--- config.mk ---
export PLATFORM = sky130hd
export DESIGN_NAME = multimode_serial_tx
export DESIGN_NICKNAME = d
export VERILOG_FILES = /design/src/rtl/sptx_pkg.sv /design/src/rtl/sptx_bit_timer.sv /design/src/rtl/sptx_frame_shifter.sv /design/src/rtl/sptx_done_flag.sv /design/src/rtl/multimode_serial_tx.sv
export SDC_FILE = /design/constraint.sdc
export NUM_CORES = 1
export LEC_CHECK = 0
export BUFFER_PORTS_ARGS = -buffer_cell sky130_fd_sc_hd__buf_4
export CORE_MARGIN = 2
export CORE_UTILIZATION = 57
export CTS_BUF_LIST = sky130_fd_sc_hd__clkbuf_16
export CTS_CLUSTER_SIZE = 12
export DETAILED_ROUTE_END_ITERATION = 8
export GPL_ROUTABILITY_DRIVEN = 0
export PLACE_DENSITY_LB_ADDON = 0.1
export SYNTH_ARGS = -nofsm -noshare
export SYNTH_HDL_FRONTEND = slang
export SYNTH_SLANG_ARGS = --single-unit
export TNS_END_PERCENT = 30
--- constraint.sdc ---
create_clock -name clk -period 2.6 [get_ports clk]
set_clock_uncertainty 0.15 [all_clocks]
set_input_delay 0 -clock clk [delete_from_list [all_inputs] [get_ports clk]]
set_output_delay 0 -clock clk [all_outputs]
set_load 0.03 [all_outputs]
--- src/rtl/sptx_pkg.sv ---
package sptx_pkg;

  typedef enum logic [1:0] {
    MODE_SHIFT        = 2'b00,
    MODE_ASYNC8       = 2'b01,
    MODE_ASYNC9_FIXED = 2'b10,
    MODE_ASYNC9_TICK  = 2'b11
  } sptx_mode_e;

  // Bit boundaries come from the external tick rather than an internal divider
  function automatic logic uses_ext_tick(sptx_mode_e m);
    return (m == MODE_ASYNC8) || (m == MODE_ASYNC9_TICK);
  endfunction

  function automatic logic is_async(sptx_mode_e m);
    return m != MODE_SHIFT;
  endfunction

endpackage

--- src/rtl/sptx_bit_timer.sv ---
module sptx_bit_timer
  import sptx_pkg::*;
#(
  parameter int SHIFT_DIV = 12,
  parameter int FAST_DIV  = 32,
  parameter int SLOW_DIV  = 64
) (
  input  logic       clk,
  input  logic       rst,
  input  logic       load,
  input  sptx_mode_e load_mode,
  input  logic       busy,
  input  sptx_mode_e mode,
  input  logic       fast,
  input  logic       rate_tick,
  input  logic       frame_last,
  output logic       bit_end,
  output logic       shclk
);

  localparam int MAX_A   = (SHIFT_DIV > FAST_DIV) ? SHIFT_DIV : FAST_DIV;
  localparam int MAX_DIV = (MAX_A > SLOW_DIV) ? MAX_A : SLOW_DIV;
  localparam int CNT_W   = $clog2(MAX_DIV);
  localparam int HALF    = SHIFT_DIV / 2;

  logic [CNT_W-1:0] cnt, cnt_nxt, lim;

  always_comb begin
    case (mode)
      MODE_SHIFT:        lim = CNT_W'(SHIFT_DIV - 1);
      MODE_ASYNC9_FIXED: lim = fast ? CNT_W'(FAST_DIV - 1) : CNT_W'(SLOW_DIV - 1);
      default:           lim = '0;
    endcase
  end

  assign bit_end = busy && (uses_ext_tick(mode) ? rate_tick : (cnt == lim));
  assign cnt_nxt = bit_end ? '0 : cnt + 1'b1;

  always_ff @(posedge clk) begin
    if (rst) begin
      cnt   <= '0;
      shclk <= 1'b1;
    end else if (load) begin
      cnt   <= '0;
      shclk <= (load_mode != MODE_SHIFT);
    end else if (busy) begin
      cnt <= cnt_nxt;
      if (bit_end && frame_last)
        shclk <= 1'b1;
      else if (mode == MODE_SHIFT)
        shclk <= (cnt_nxt >= CNT_W'(HALF));
    end
  end

endmodule

--- src/rtl/sptx_frame_shifter.sv ---
module sptx_frame_shifter
  import sptx_pkg::*;
#(
  parameter int DATA_W = 8
) (
  input  logic              clk,
  input  logic              rst,
  input  logic              load,
  input  sptx_mode_e        load_mode,
  input  logic              load_fast,
  input  logic [DATA_W-1:0] load_data,
  input  logic              load_ninth,
  input  logic              bit_end,
  output logic              busy,
  output logic              txd,
  output sptx_mode_e        mode_q,
  output logic              fast_q,
  output logic              frame_last,
  output logic              done_set
);

  localparam int FRAME_W = DATA_W + 3;
  localparam int IDX_W   = $clog2(FRAME_W);
  localparam logic [IDX_W-1:0] LAST_SHIFT = IDX_W'(DATA_W - 1);
  localparam logic [IDX_W-1:0] LAST_A8    = IDX_W'(DATA_W + 1);
  localparam logic [IDX_W-1:0] LAST_A9    = IDX_W'(DATA_W + 2);

  logic [FRAME_W-1:0] frame_in;
  logic [FRAME_W-2:0] rest;
  logic [IDX_W-1:0]   idx, last_idx, last_in;
  logic               stop_entry, shift_end;

  // Assemble the whole frame, first bit in position 0
  always_comb begin
    case (load_mode)
      MODE_SHIFT:  begin frame_in = {3'b111, load_data};                 last_in = LAST_SHIFT; end
      MODE_ASYNC8: begin frame_in = {2'b11, load_data, 1'b0};            last_in = LAST_A8;    end
      default:     begin frame_in = {1'b1, load_ninth, load_data, 1'b0}; last_in = LAST_A9;    end
    endcase
  end

  assign frame_last = busy && (idx == last_idx);
  assign stop_entry = bit_end && is_async(mode_q) && (idx == last_idx - 1'b1);
  assign shift_end  = bit_end && (mode_q == MODE_SHIFT) && frame_last;
  assign done_set   = stop_entry || shift_end;

  always_ff @(posedge clk) begin
    if (rst) begin
      busy     <= 1'b0;
      txd      <= 1'b1;
      rest     <= '1;
      idx      <= '0;
      last_idx <= '0;
      mode_q   <= MODE_SHIFT;
      fast_q   <= 1'b0;
    end else if (load) begin
      busy     <= 1'b1;
      txd      <= frame_in[0];
      rest     <= frame_in[FRAME_W-1:1];
      idx      <= '0;
      last_idx <= last_in;
      mode_q   <= load_mode;
      fast_q   <= load_fast;
    end else if (bit_end) begin
      if (frame_last) begin
        busy <= 1'b0;
        txd  <= 1'b1;
      end else begin
        txd  <= rest[0];
        rest <= {1'b1, rest[FRAME_W-2:1]};
        idx  <= idx + 1'b1;
      end
    end
  end

endmodule

--- src/rtl/sptx_done_flag.sv ---
module sptx_done_flag (
  input  logic clk,
  input  logic rst,
  input  logic set_pulse,
  input  logic clr_pulse,
  output logic flag
);

  always_ff @(posedge clk) begin
    if (rst)            flag <= 1'b0;
    else if (set_pulse) flag <= 1'b1;
    else if (clr_pulse) flag <= 1'b0;
  end

endmodule

--- src/rtl/multimode_serial_tx.sv ---
module multimode_serial_tx
  import sptx_pkg::*;
#(
  parameter int DATA_W    = 8,
  parameter int SHIFT_DIV = 12,
  parameter int FAST_DIV  = 32,
  parameter int SLOW_DIV  = 64
) (
  input  logic              clk,
  input  logic              rst,
  input  logic [1:0]        mode_sel,
  input  logic              rate_fast,
  input  logic              rate_tick,
  input  logic              wr_en,
  input  logic [DATA_W-1:0] wr_data,
  input  logic              ninth_bit,
  input  logic              done_clr,
  output logic              txd,
  output logic              shclk,
  output logic              busy,
  output logic              done_flag
);

  sptx_mode_e mode_in, mode_q;
  logic       load, bit_end, frame_last, done_set, fast_q;

  assign mode_in = sptx_mode_e'(mode_sel);
  assign load    = wr_en && !busy;

  sptx_frame_shifter #(.DATA_W(DATA_W)) u_shift (
    .clk        (clk),
    .rst        (rst),
    .load       (load),
    .load_mode  (mode_in),
    .load_fast  (rate_fast),
    .load_data  (wr_data),
    .load_ninth (ninth_bit),
    .bit_end    (bit_end),
    .busy       (busy),
    .txd        (txd),
    .mode_q     (mode_q),
    .fast_q     (fast_q),
    .frame_last (frame_last),
    .done_set   (done_set)
  );

  sptx_bit_timer #(
    .SHIFT_DIV (SHIFT_DIV),
    .FAST_DIV  (FAST_DIV),
    .SLOW_DIV  (SLOW_DIV)
  ) u_timer (
    .clk        (clk),
    .rst        (rst),
    .load       (load),
    .load_mode  (mode_in),
    .busy       (busy),
    .mode       (mode_q),
    .fast       (fast_q),
    .rate_tick  (rate_tick),
    .frame_last (frame_last),
    .bit_end    (bit_end),
    .shclk      (shclk)
  );

  sptx_done_flag u_flag (
    .clk       (clk),
    .rst       (rst),
    .set_pulse (done_set),
    .clr_pulse (done_clr),
    .flag      (done_flag)
  );

endmodule

==> metrics, run 1 <==
Stages on worst setup path=7; predominant post-synthesis flop cell=dfxtp_1; Rel. slew slack=66.3%; Arr. time, crit path=2.41 ns; final critical-path required period=2.34 ns; Synthesized Nets=229; Placed Area=1930 sq um; WL/cell=16.5 um; pin count of the biggest net entering global routing=24; number of global-route vias before repair=1,616; Worst IR Drop VDD=0.438 mV; die extent in x=60.0 um; Final Hold Viols=0; Fmax achieved=0.427 GHz; Layout area overhead=23.1%; final max-slew violation count=0; synthesized area=1780 sq um; worst setup slack after layout=0.257 ns; final period utilization=90.1%; simple-gate share of the synthesized area=23.5%; quantity of I/O buffers inserted on ports=20; DRC=0; Yosys reg bits=30; Initial DRC Count=182; CTS root buffer=clkbuf_16; Die Span Y=60.0 um; clk slew on worst S/H paths=0.05 ns; max-cap viol count=0; placement row count=20; Die Area=3590 sq um; status=finished clean; count of different cell masters after synthesis=53; share of layout cells above drive strength 1=19.5%; CTS tree=done; post-synthesis compound-gate area fraction=25.2%; hold depth=4; largest family of logic cells by synthesized area=compound AO/OA/AOI/OAI gates; num ports=21; crit path launch type=register; DR vias=1,692; hpwl dp=3.03 mm; slowest cell on the critical path=dlygate4sd3_1; post-route total power=1260 uW; setup violators final=0; worst path cell trace=xnor2_1 -> and4_4 -> and2_1 -> buf_4 -> a32oi_1 -> o41ai_1 -> dlygate4sd3_1; critical path type=register to register; Tot GR Track Use=28.6%; mux share of post-synthesis cell area=4.49%; gr ovfl total=0; Reg2Reg Depth=7; Clock Latency Late Sink=0.27 ns; Synth Area in Adders=2.10%; first drt pass iteration count=4; Synth Area in XOR/XNOR=4.42%; Async S/R FF share, synth=0%; CP delay by family, top=buffers and inverters; Post-synth EDFFs=0; CTS buffer count=5; Setup Slack @ Placement=0.460 ns; Worst Path Buf+Inv=2; critical path endpoint category=register; Critical Path Fanout Max=10; r2r setup slk=0.26 ns; number of gates resized after CTS=0; initial core utilization=59.4%; PwrDens=576 nW/um^2; Synth Instances=209; Fin Setup TNS=0 ns; core box area=3000 sq um; leakage power=0.000846 uW; final hold slack=0.0977 ns; WL final=4.53 mm; clk sinks=30; critical path required time=2.67 ns; # diodes=0; synth warn=0; via density per instance=6.18; Tightest Hold Check Type=input pin to register; RSZ-0062 raised after global routing=no; post-CTS setup buffer count=0; htree depth=2; CTS Buffer Depth=2; initial antenna violation count=0; hold_buf cts=13; antenna viol nets, final=0; global-route wire length before repair=7.54 mm; Avg Synthesized Cell Area=8.54 sq um; final net count=260; post-route cell area=2200 sq um; Least-Margin Pin Slew=0.492 ns; sequential fraction of the synthesis area=33.7%; Largest stage delay, worst path=0.59 ns
==> worst min-delay path: cells and delay by family <==
kind / cells / cell delay, ns
AOI/OAI and AO/OA: 1 / 0.15
buffers and inverters: 1 / 0.09
and+or+nand+nor: 2 / 0.25
==> registers in the layout (all words and copies together) (netlist names) <==
name and cells:
u_flag.flag 1, u_shift.busy 1, u_shift.fast_q 1, u_shift.idx 4
u_shift.last_idx 4, u_shift.mode_q 2, u_shift.rest 9, u_shift.txd 1
u_timer.cnt 6, u_timer.shclk 1
==> layer usage <==
| layer | vias up | routed length [um] | track usage [%] |
|---|---|---|---|
| li1 | 840 | - | - |
| met1 | 773 | 1950 | 35.0 |
| met2 | 62 | 2200 | 46.6 |
| met3 | 17 | 253 | 6.49 |
| met4 | 0 | 124 | 14.6 |
| met5 | - | 0 | 0 |
==> synth_stat cells (2+ instances only) <==
cell,number,area (sq um)
dfxtp_1,30,601
nor2_1,23,86.3
nand2_1,21,78.8
a2111oi_0,10,87.6
a21oi_1,10,50.1
a211o_1,8,70.1
mux2i_1,8,80.1
clkbuf_1,7,26.3
inv_1,7,26.3
xnor2_1,7,61.3
nand3_1,6,30.0
nor3_1,6,30.0
o21ai_0,6,30.0
a31oi_1,4,25.0
buf_2,4,20.0
buf_6,4,45.0
ha_1,3,37.5
nor4_1,3,18.8
o31ai_1,3,22.5
or4_1,3,22.5
and2_1,2,12.5
or3b_2,2,17.5
xor2_1,2,17.5
==> logic make-up after synthesis <==
logic type,count (synthesis)
DFF,30
buffers and inverters,22
and+or+nand+nor,81
xor gates and xnor gates,9
AOI/OAI and AO/OA,56
muxes,8
adders and majority gates,3
==> final timing paths <==
kind                                                      to                              from
worst max-delay path                u_flag.flag$_SDFFE_PP0P_  u_shift.last_idx[2]$_SDFFE_PP0P_
worst min register to register  u_shift.rest[5]$_SDFFE_PP1P_      u_shift.rest[5]$_SDFFE_PP1P_
worst min-delay path            u_shift.rest[7]$_SDFFE_PP1P_                        wr_data[7]
worst max register to register      u_flag.flag$_SDFFE_PP0P_  u_shift.last_idx[2]$_SDFFE_PP0P_
==> where the power goes <==
part	leakage, uW	switching, uW	internal (uW)	total (uW)
Clock	0.0000724	196	345	540
Combinational	0.000528	115	99.0	214
Sequential	0.000246	22.9	488	511
Total	0.000846	333	932	1260
==> layout make-up <==
| class | count | area (sq um) |
|---|---|---|
| tap | 33 | 41.3 |
| timing repair buffer | 39 | 325 |
| sequential | 30 | 601 |
| multi-input combinational | 157 | 1070 |
| fill | 228 | 806 |
| clock buffer | 5 | 125 |
| inverter | 7 | 26.3 |
| clock inverter | 3 | 12.5 |
==> cell usage in the layout (no fill, tap or decap), drive strengths merged, types with 5 or more instances in the layout <==
cell type    count
a2111oi         10
nand2           21
a21oi           10
o21ai            6
nand3            6
inv              8
a211o            8
xnor2            7
clkbuf           5
buf             26
dlygate4sd3     13
dfxtp           30
mux2i            8
a31oi            5
nor3             7
nor2            24
==> stage by stage <==
step                      cells  utilization (%)
after global routing        274             73.2
final                       274             73.2
after floorplan             209                -
after CTS                   274             73.2
after detailed placement    253             64.3
after global placement      253             64.3
Note: power is estimated with default switching activity, not from simulation.
==> run 2, diff against run 1 <==
--- a/config.mk
+++ b/config.mk
@@ -5,14 +5,16 @@
 export SDC_FILE = /design/constraint.sdc
 export NUM_CORES = 1
 export LEC_CHECK = 0
+export ABC_AREA = 1
 export BUFFER_PORTS_ARGS = -buffer_cell sky130_fd_sc_hd__buf_4
 export CORE_MARGIN = 2
-export CORE_UTILIZATION = 57
+export CORE_UTILIZATION = 56
 export CTS_BUF_LIST = sky130_fd_sc_hd__clkbuf_16
 export CTS_CLUSTER_SIZE = 12
 export DETAILED_ROUTE_END_ITERATION = 8
 export GPL_ROUTABILITY_DRIVEN = 0
 export PLACE_DENSITY_LB_ADDON = 0.1
+export SLEW_MARGIN = 20
 export SYNTH_ARGS = -nofsm -noshare
 export SYNTH_HDL_FRONTEND = slang
 export SYNTH_SLANG_ARGS = --single-unit
==> run 2 against run 1 <==
  * Critical path depth grew 2
  * Final cell count grew 14%
  * Setup slack lost 0.060 ns
  * Sequential power is essentially flat
  * Utilization grew 5.6 points
  * Die area shrank 9.2%
  * Highest routed layer unchanged
  * Area after synthesis shrank 11%
  * Largest cell class unchanged
  * Largest power group unchanged
==> metrics, run 2 <==
final net count=303; sequential fraction of the synthesis area=38.0%; commonest non-fill, non-tap cell in the layout=nand2_1; CP delay by family, top=buffers and inverters; WL/cell=13.1 um; Fmax achieved=0.416 GHz; NetSw=319 uW; Synth area leaders=dfxtp_1 (38%), nand2_1 (11%), inv_1 (7.8%), nor2_1 (7.4%), a21oi_1 (6.0%); initial antenna violation count=0; Seq pwr share=40.8%; DR vias=1,682; # diodes=0; Async S/R FF share, synth=0%; Arr. time, crit path=2.41 ns; clk slew on worst S/H paths=0.05 ns; critical path required time=2.60 ns; via density per instance=5.37; share of layout cells above drive strength 1=13.8%; Worst IR Drop VDD=0.918 mV; FILL cells=203; Die Area=3260 sq um; initial core utilization=58.3%; Die Span Y=57.1 um; Rel. slew slack=66.8%; Initial DRC Count=95; biggest regs=u_shift.rest: 9 flops, u_timer.cnt: 6 flops; Clock Latency Late Sink=0.27 ns; core box area=2710 sq um; critical path type=input pin to register; predominant post-synthesis flop cell=dfxtp_1; gr ovfl total=0; r2r setup slk=0.20 ns; worst path cell trace=dlygate4sd3_1 -> buf_4 -> inv_1 -> nor2_1 -> inv_2 -> buf_4 -> a221oi_1 -> o21ai_0 -> dlygate4sd3_1; num ports=21; Critical Path Fanout Max=9; max reg flops=9; Yosys reg bits=30; most frequent cells in the layout=nand2_1 (48), inv_1 (32), nor2_1 (31); status=finished clean; Synth Instances=233; area fraction of the dominant cell type after synthesis=38.0%; Avg Synthesized Cell Area=6.78 sq um; Largest stage delay, worst path=0.56 ns; area leader, netlist=dfxtp_1; Worst Path Buf+Inv=6; count of different cell masters after synthesis=27; PwrDens=586 nW/um^2; setup violators final=0; Tightest Hold Check Type=input pin to register; DRC=0; WL final=4.11 mm; slowest cell on the critical path=dlygate4sd3_1; RSZ-0062 raised after global routing=no; Tot GR Track Use=26.5%; final critical-path required period=2.40 ns; Net Sw Frac=25.5%; Inst Count DP=280; CTS root buffer=clkbuf_16; Clk pwr share=41.6%; synthesized area=1580 sq um; CTS tree=done; global-route wire length before repair=6.62 mm; max-cap viol count=0; first drt pass iteration count=4; Post-synth EDFFs=0; CTS Buffer Depth=2; final max-slew violation count=0; die extent in x=57.1 um; Layout area overhead=35.1%; number of global-route vias before repair=1,532; count leader, synth=nand2_1; Power Internal=933 uW; quantity of I/O buffers inserted on ports=20; synth warn=0; Least-Margin Pin Slew=0.496 ns; Largest Register=u_shift.rest; Final Hold Viols=0; antenna viol nets, final=0; critical path endpoint category=register; hpwl dp=2.57 mm; placement row count=19; Layout Cells excl Fill=313; leakage power=0.000983 uW; final period utilization=92.4%; Fin Setup TNS=0 ns; clk sinks=30; crit path launch type=input pin; pin count of the biggest net entering global routing=18; post-route total power=1250 uW; Logic pwr share=17.6%; Commonest cells post-synth=nand2_1 (48), inv_1 (33), nor2_1 (31); htree depth=2; CTS buffer count=5; Synthesized Nets=253
[run 2: kinds of logic (layout without fill, tap and decap cells)]
family	after synthesis	in the layout	share of synthesized area, %
and+or+nand+nor	102	102	27.1
buffers and inverters	38	87	9.50
adders and majority gates	3	3	2.38
DFF	30	30	38.0
AOI/OAI and AO/OA	53	53	19.2
xor gates and xnor gates	7	7	3.88
[run 2: metal layers]
| layer | part of all wire (%) | wire (um) | GRT usage, % |
|---|---|---|---|
| met4 | 2.2 | 90 | 11.3 |
| met1 | 46 | 1890 | 31.1 |
| met3 | 3.8 | 158 | 7.03 |
| met2 | 48 | 1980 | 45.6 |
| met5 | 0 | 0 | 0 |
[run 2: metrics by stage]
| stage | hold WS (ns) | setup slack [ns] | util (%) | instance area, sq um |
|---|---|---|---|---|
| 2_1_floorplan | -0.0151 | 0.720 | - | 1580 |
| 3_3_place_gp | 0.0851 | 0.678 | 64.5 | 1750 |
| 3_5_place_dp | 0.0840 | 0.622 | 64.5 | 1750 |
| 4_1_cts | 0.0159 | 0.0809 | 77.3 | 2100 |
| 5_1_grt | 0.0942 | 0.0244 | 78.8 | 2130 |
| 6_report | 0.0337 | 0.197 | 78.8 | 2130 |
[run 2: worst min-delay path: stages]
cell	delay, ns
buf_4	0.08
inv_1	0.04
o21ai_0	0.17
nand2_1	0.06
nand3_1	0.07
[run 2: area by class of cell]
type	count	area, sq um	share of cell area [%]
clock buffers	5	125	5.86
clock inverters	1	3.75	0.176
inverters	34	128	5.98
multi-input cells	165	830	38.9
flip-flops and latches	30	602	28.2
well taps	31	38.8	1.82
repair buffers	47	408	19.1
[run 2: power groups by stage]
| stage | Sequential [uW] | Clock [uW] | Combinational [uW] |
|---|---|---|---|
| detailed placement | 517 | 0 | 172 |
| global route | 514 | 549 | 239 |
| finish | 511 | 521 | 220 |
| floorplan | 521 | 0 | 116 |
| global placement | 517 | 0 | 170 |
| CTS | 509 | 524 | 206 |
[run 2: what timing repair did]
| item | CTS | global route |
|---|---|---|
| setup buffers | 0 | 5 |
| setup endpoints to repair | 0 | 6 |
| hold buffers | 22 | 0 |
| hold endpoints to repair | 17 | 0 |
| gates resized for setup | 0 | 2 |
[run 2: worst paths after layout]
| kind | cells after the start | from | end |
|---|---|---|---|
| max reg2reg | 10 | u_timer.cnt[2]$_SDFFE_PP0P_ | u_shift.rest[0]$_SDFFE_PP1P_ |
| min reg2reg | 2 | u_timer.shclk$_SDFFE_PP1P_ | u_timer.shclk$_SDFFE_PP1P_ |
| min | 5 | wr_data[0] | u_shift.txd$_SDFFE_PP1P_ |
| max | 9 | wr_en | u_shift.rest[0]$_SDFFE_PP1P_ |
==> run 3, diff against run 2 <==
--- a/config.mk
+++ b/config.mk
@@ -7,13 +7,12 @@
 export LEC_CHECK = 0
 export ABC_AREA = 1
 export BUFFER_PORTS_ARGS = -buffer_cell sky130_fd_sc_hd__buf_4
-export CORE_MARGIN = 2
 export CORE_UTILIZATION = 56
 export CTS_BUF_LIST = sky130_fd_sc_hd__clkbuf_16
 export CTS_CLUSTER_SIZE = 12
 export DETAILED_ROUTE_END_ITERATION = 8
 export GPL_ROUTABILITY_DRIVEN = 0
-export PLACE_DENSITY_LB_ADDON = 0.1
+export PLACE_DENSITY = 0.78
 export SLEW_MARGIN = 20
 export SYNTH_ARGS = -nofsm -noshare
 export SYNTH_HDL_FRONTEND = slang
==> run 3 against run 2 <==
  * Setup slack worse by 0.059 ns
  * Clock power grew 2%
  * Register-to-register slack got worse by 0.05 ns
  * Combinational power decreased by 5%
  * Clock-buffer cell count stayed put
  * Critical path depth is 2 higher
  * Fmax decreased by 2.4%
  * Final cell count fell by 2.2%
  * Sequential power is essentially flat
==> metrics, run 3 (synthesis results as in run 2) <==
gr ovfl total=0; Largest Register=u_shift.rest; num ports=21; commonest non-fill, non-tap cell in the layout=nand2_1; htree depth=2; CTS root buffer=clkbuf_16; crit path launch type=input pin; worst path cell trace=dlygate4sd3_1 -> buf_4 -> inv_1 -> nor2_1 -> inv_2 -> nor2_2 -> nor2_4 -> nor2_1 -> a221oi_1 -> dlygate4sd3_1 -> o21ai_0; Layout area overhead=31.9%; placement row count=18; share of layout cells above drive strength 1=12.7%; Rel. slew slack=67.1%; Die Span Y=55.1 um; quantity of I/O buffers inserted on ports=20; # diodes=0; CTS Buffer Depth=2; RSZ-0062 raised after global routing=no; Worst IR Drop VDD=0.548 mV; worst setup slack after layout=0.137 ns; slowest cell on the critical path=dlygate4sd3_1; max-cap viol count=0; final period utilization=94.7%; biggest regs=u_shift.rest: 9 flops, u_timer.cnt: 6 flops; number of global-route vias before repair=1,478; core box area=2570 sq um; final critical-path required period=2.46 ns; critical path type=input pin to register; CTS tree=done; Clock Latency Late Sink=0.27 ns; post-CTS setup buffer count=0; DRC=0; pin count of the biggest net entering global routing=18; CTS buffer count=5; Tightest Hold Check Type=input pin to register; clk sinks=30; via density per instance=5.36; initial core utilization=61.5%; Arr. time, crit path=2.52 ns; final net count=295; WL/cell=13.2 um; final max-slew violation count=0; max reg flops=9; Setup Slack @ Placement=0.575 ns; Least-Margin Pin Slew=0.491 ns; first drt pass iteration count=4; leakage power=0.000973 uW; critical path required time=2.65 ns; hpwl dp=2.57 mm; critical path endpoint category=register; most frequent cells in the layout=nand2_1 (48), inv_1 (33), nor2_1 (31); clk slew on worst S/H paths=0.05 ns; Largest stage delay, worst path=0.57 ns; Tot GR Track Use=31.0%; antenna viol nets, final=0; die extent in x=55.1 um; global-route wire length before repair=6.49 mm; Fmax achieved=0.406 GHz; PwrDens=599 nW/um^2; DR vias=1,639; Die Area=3040 sq um; initial antenna violation count=0; setup violators final=0; Critical Path Fanout Max=14; Fin Setup TNS=0 ns; Final Hold Viols=0; Initial DRC Count=33; WL final=4.03 mm; FILL cells=184; status=finished clean
-- run 3: stage by stage --
| step | instance area [sq um] | std cells | hold slack (ns) | total power, uW | util [%] |
|---|---|---|---|---|---|
| floorplan | 1580 | 233 | -0.0151 | 637 | - |
| global placement | 1750 | 279 | 0.0813 | 687 | 68.0 |
| detailed placement | 1750 | 279 | 0.0837 | 689 | 68.0 |
| CTS | 2070 | 306 | 0.0345 | 1250 | 80.8 |
| global route | 2080 | 306 | 0.0738 | 1300 | 81.2 |
| finish | 2080 | 306 | 0.0461 | 1250 | 81.2 |
-- run 3: area by class of cell --
cell class | count | area, sq um | share of cell area, %
Tap cell | 30 | 37.5 | 1.80
Inverter | 34 | 128 | 6.12
Sequential cell | 30 | 602 | 28.9
Multi-Input combinational cell | 165 | 840 | 40.3
Clock buffer | 5 | 125 | 6.00
Clock inverter | 3 | 12.5 | 0.600
Timing Repair Buffer | 39 | 340 | 16.3
-- run 3: metal layers --
metal	up-vias	global-route usage, %	routed length (um)
li1	846	-	-
met1	728	36.7	1840
met2	54	51.0	1920
met3	11	7.92	187
met4	0	16.3	80
met5	-	0	0
-- run 3: path summary, 6_finish.rpt --
kind,start,to,slack [ns],cells past startpoint
hold reg to reg,u_timer.shclk$_SDFFE_PP1P_,u_timer.shclk$_SDFFE_PP1P_,0.32,2
setup / recovery,wr_en,u_shift.rest[4]$_SDFFE_PP1P_,0.14,11
hold / removal,wr_data[4],u_shift.rest[3]$_SDFFE_PP1P_,0.05,5
setup reg to reg,u_shift.busy$_SDFFE_PP0P_,u_shift.rest[4]$_SDFFE_PP1P_,0.15,8
-- run 3: report_power, final --
group          internal, uW  switching (uW)  total [uW]
clock network           344             186         531
registers               490            21.0         511
logic                  94.0             114         208
total                   928             321        1250
-- run 3: what timing repair did --
action                                  in CTS  in global routing
resized for setup                            0                  4
hold endpoints to repair                    17                  0
hold buffers                                19                  0
endpoints found under the setup margin       0                  4
-- run 3: worst max-delay path: cells and delay by family --
| kind | cells | cell delay (ns) |
|---|---|---|
| AO/OA/AOI/OAI | 2 | 0.20 |
| buffers and inverters | 5 | 1.48 |
| AND/OR/NAND/NOR | 4 | 0.84 |
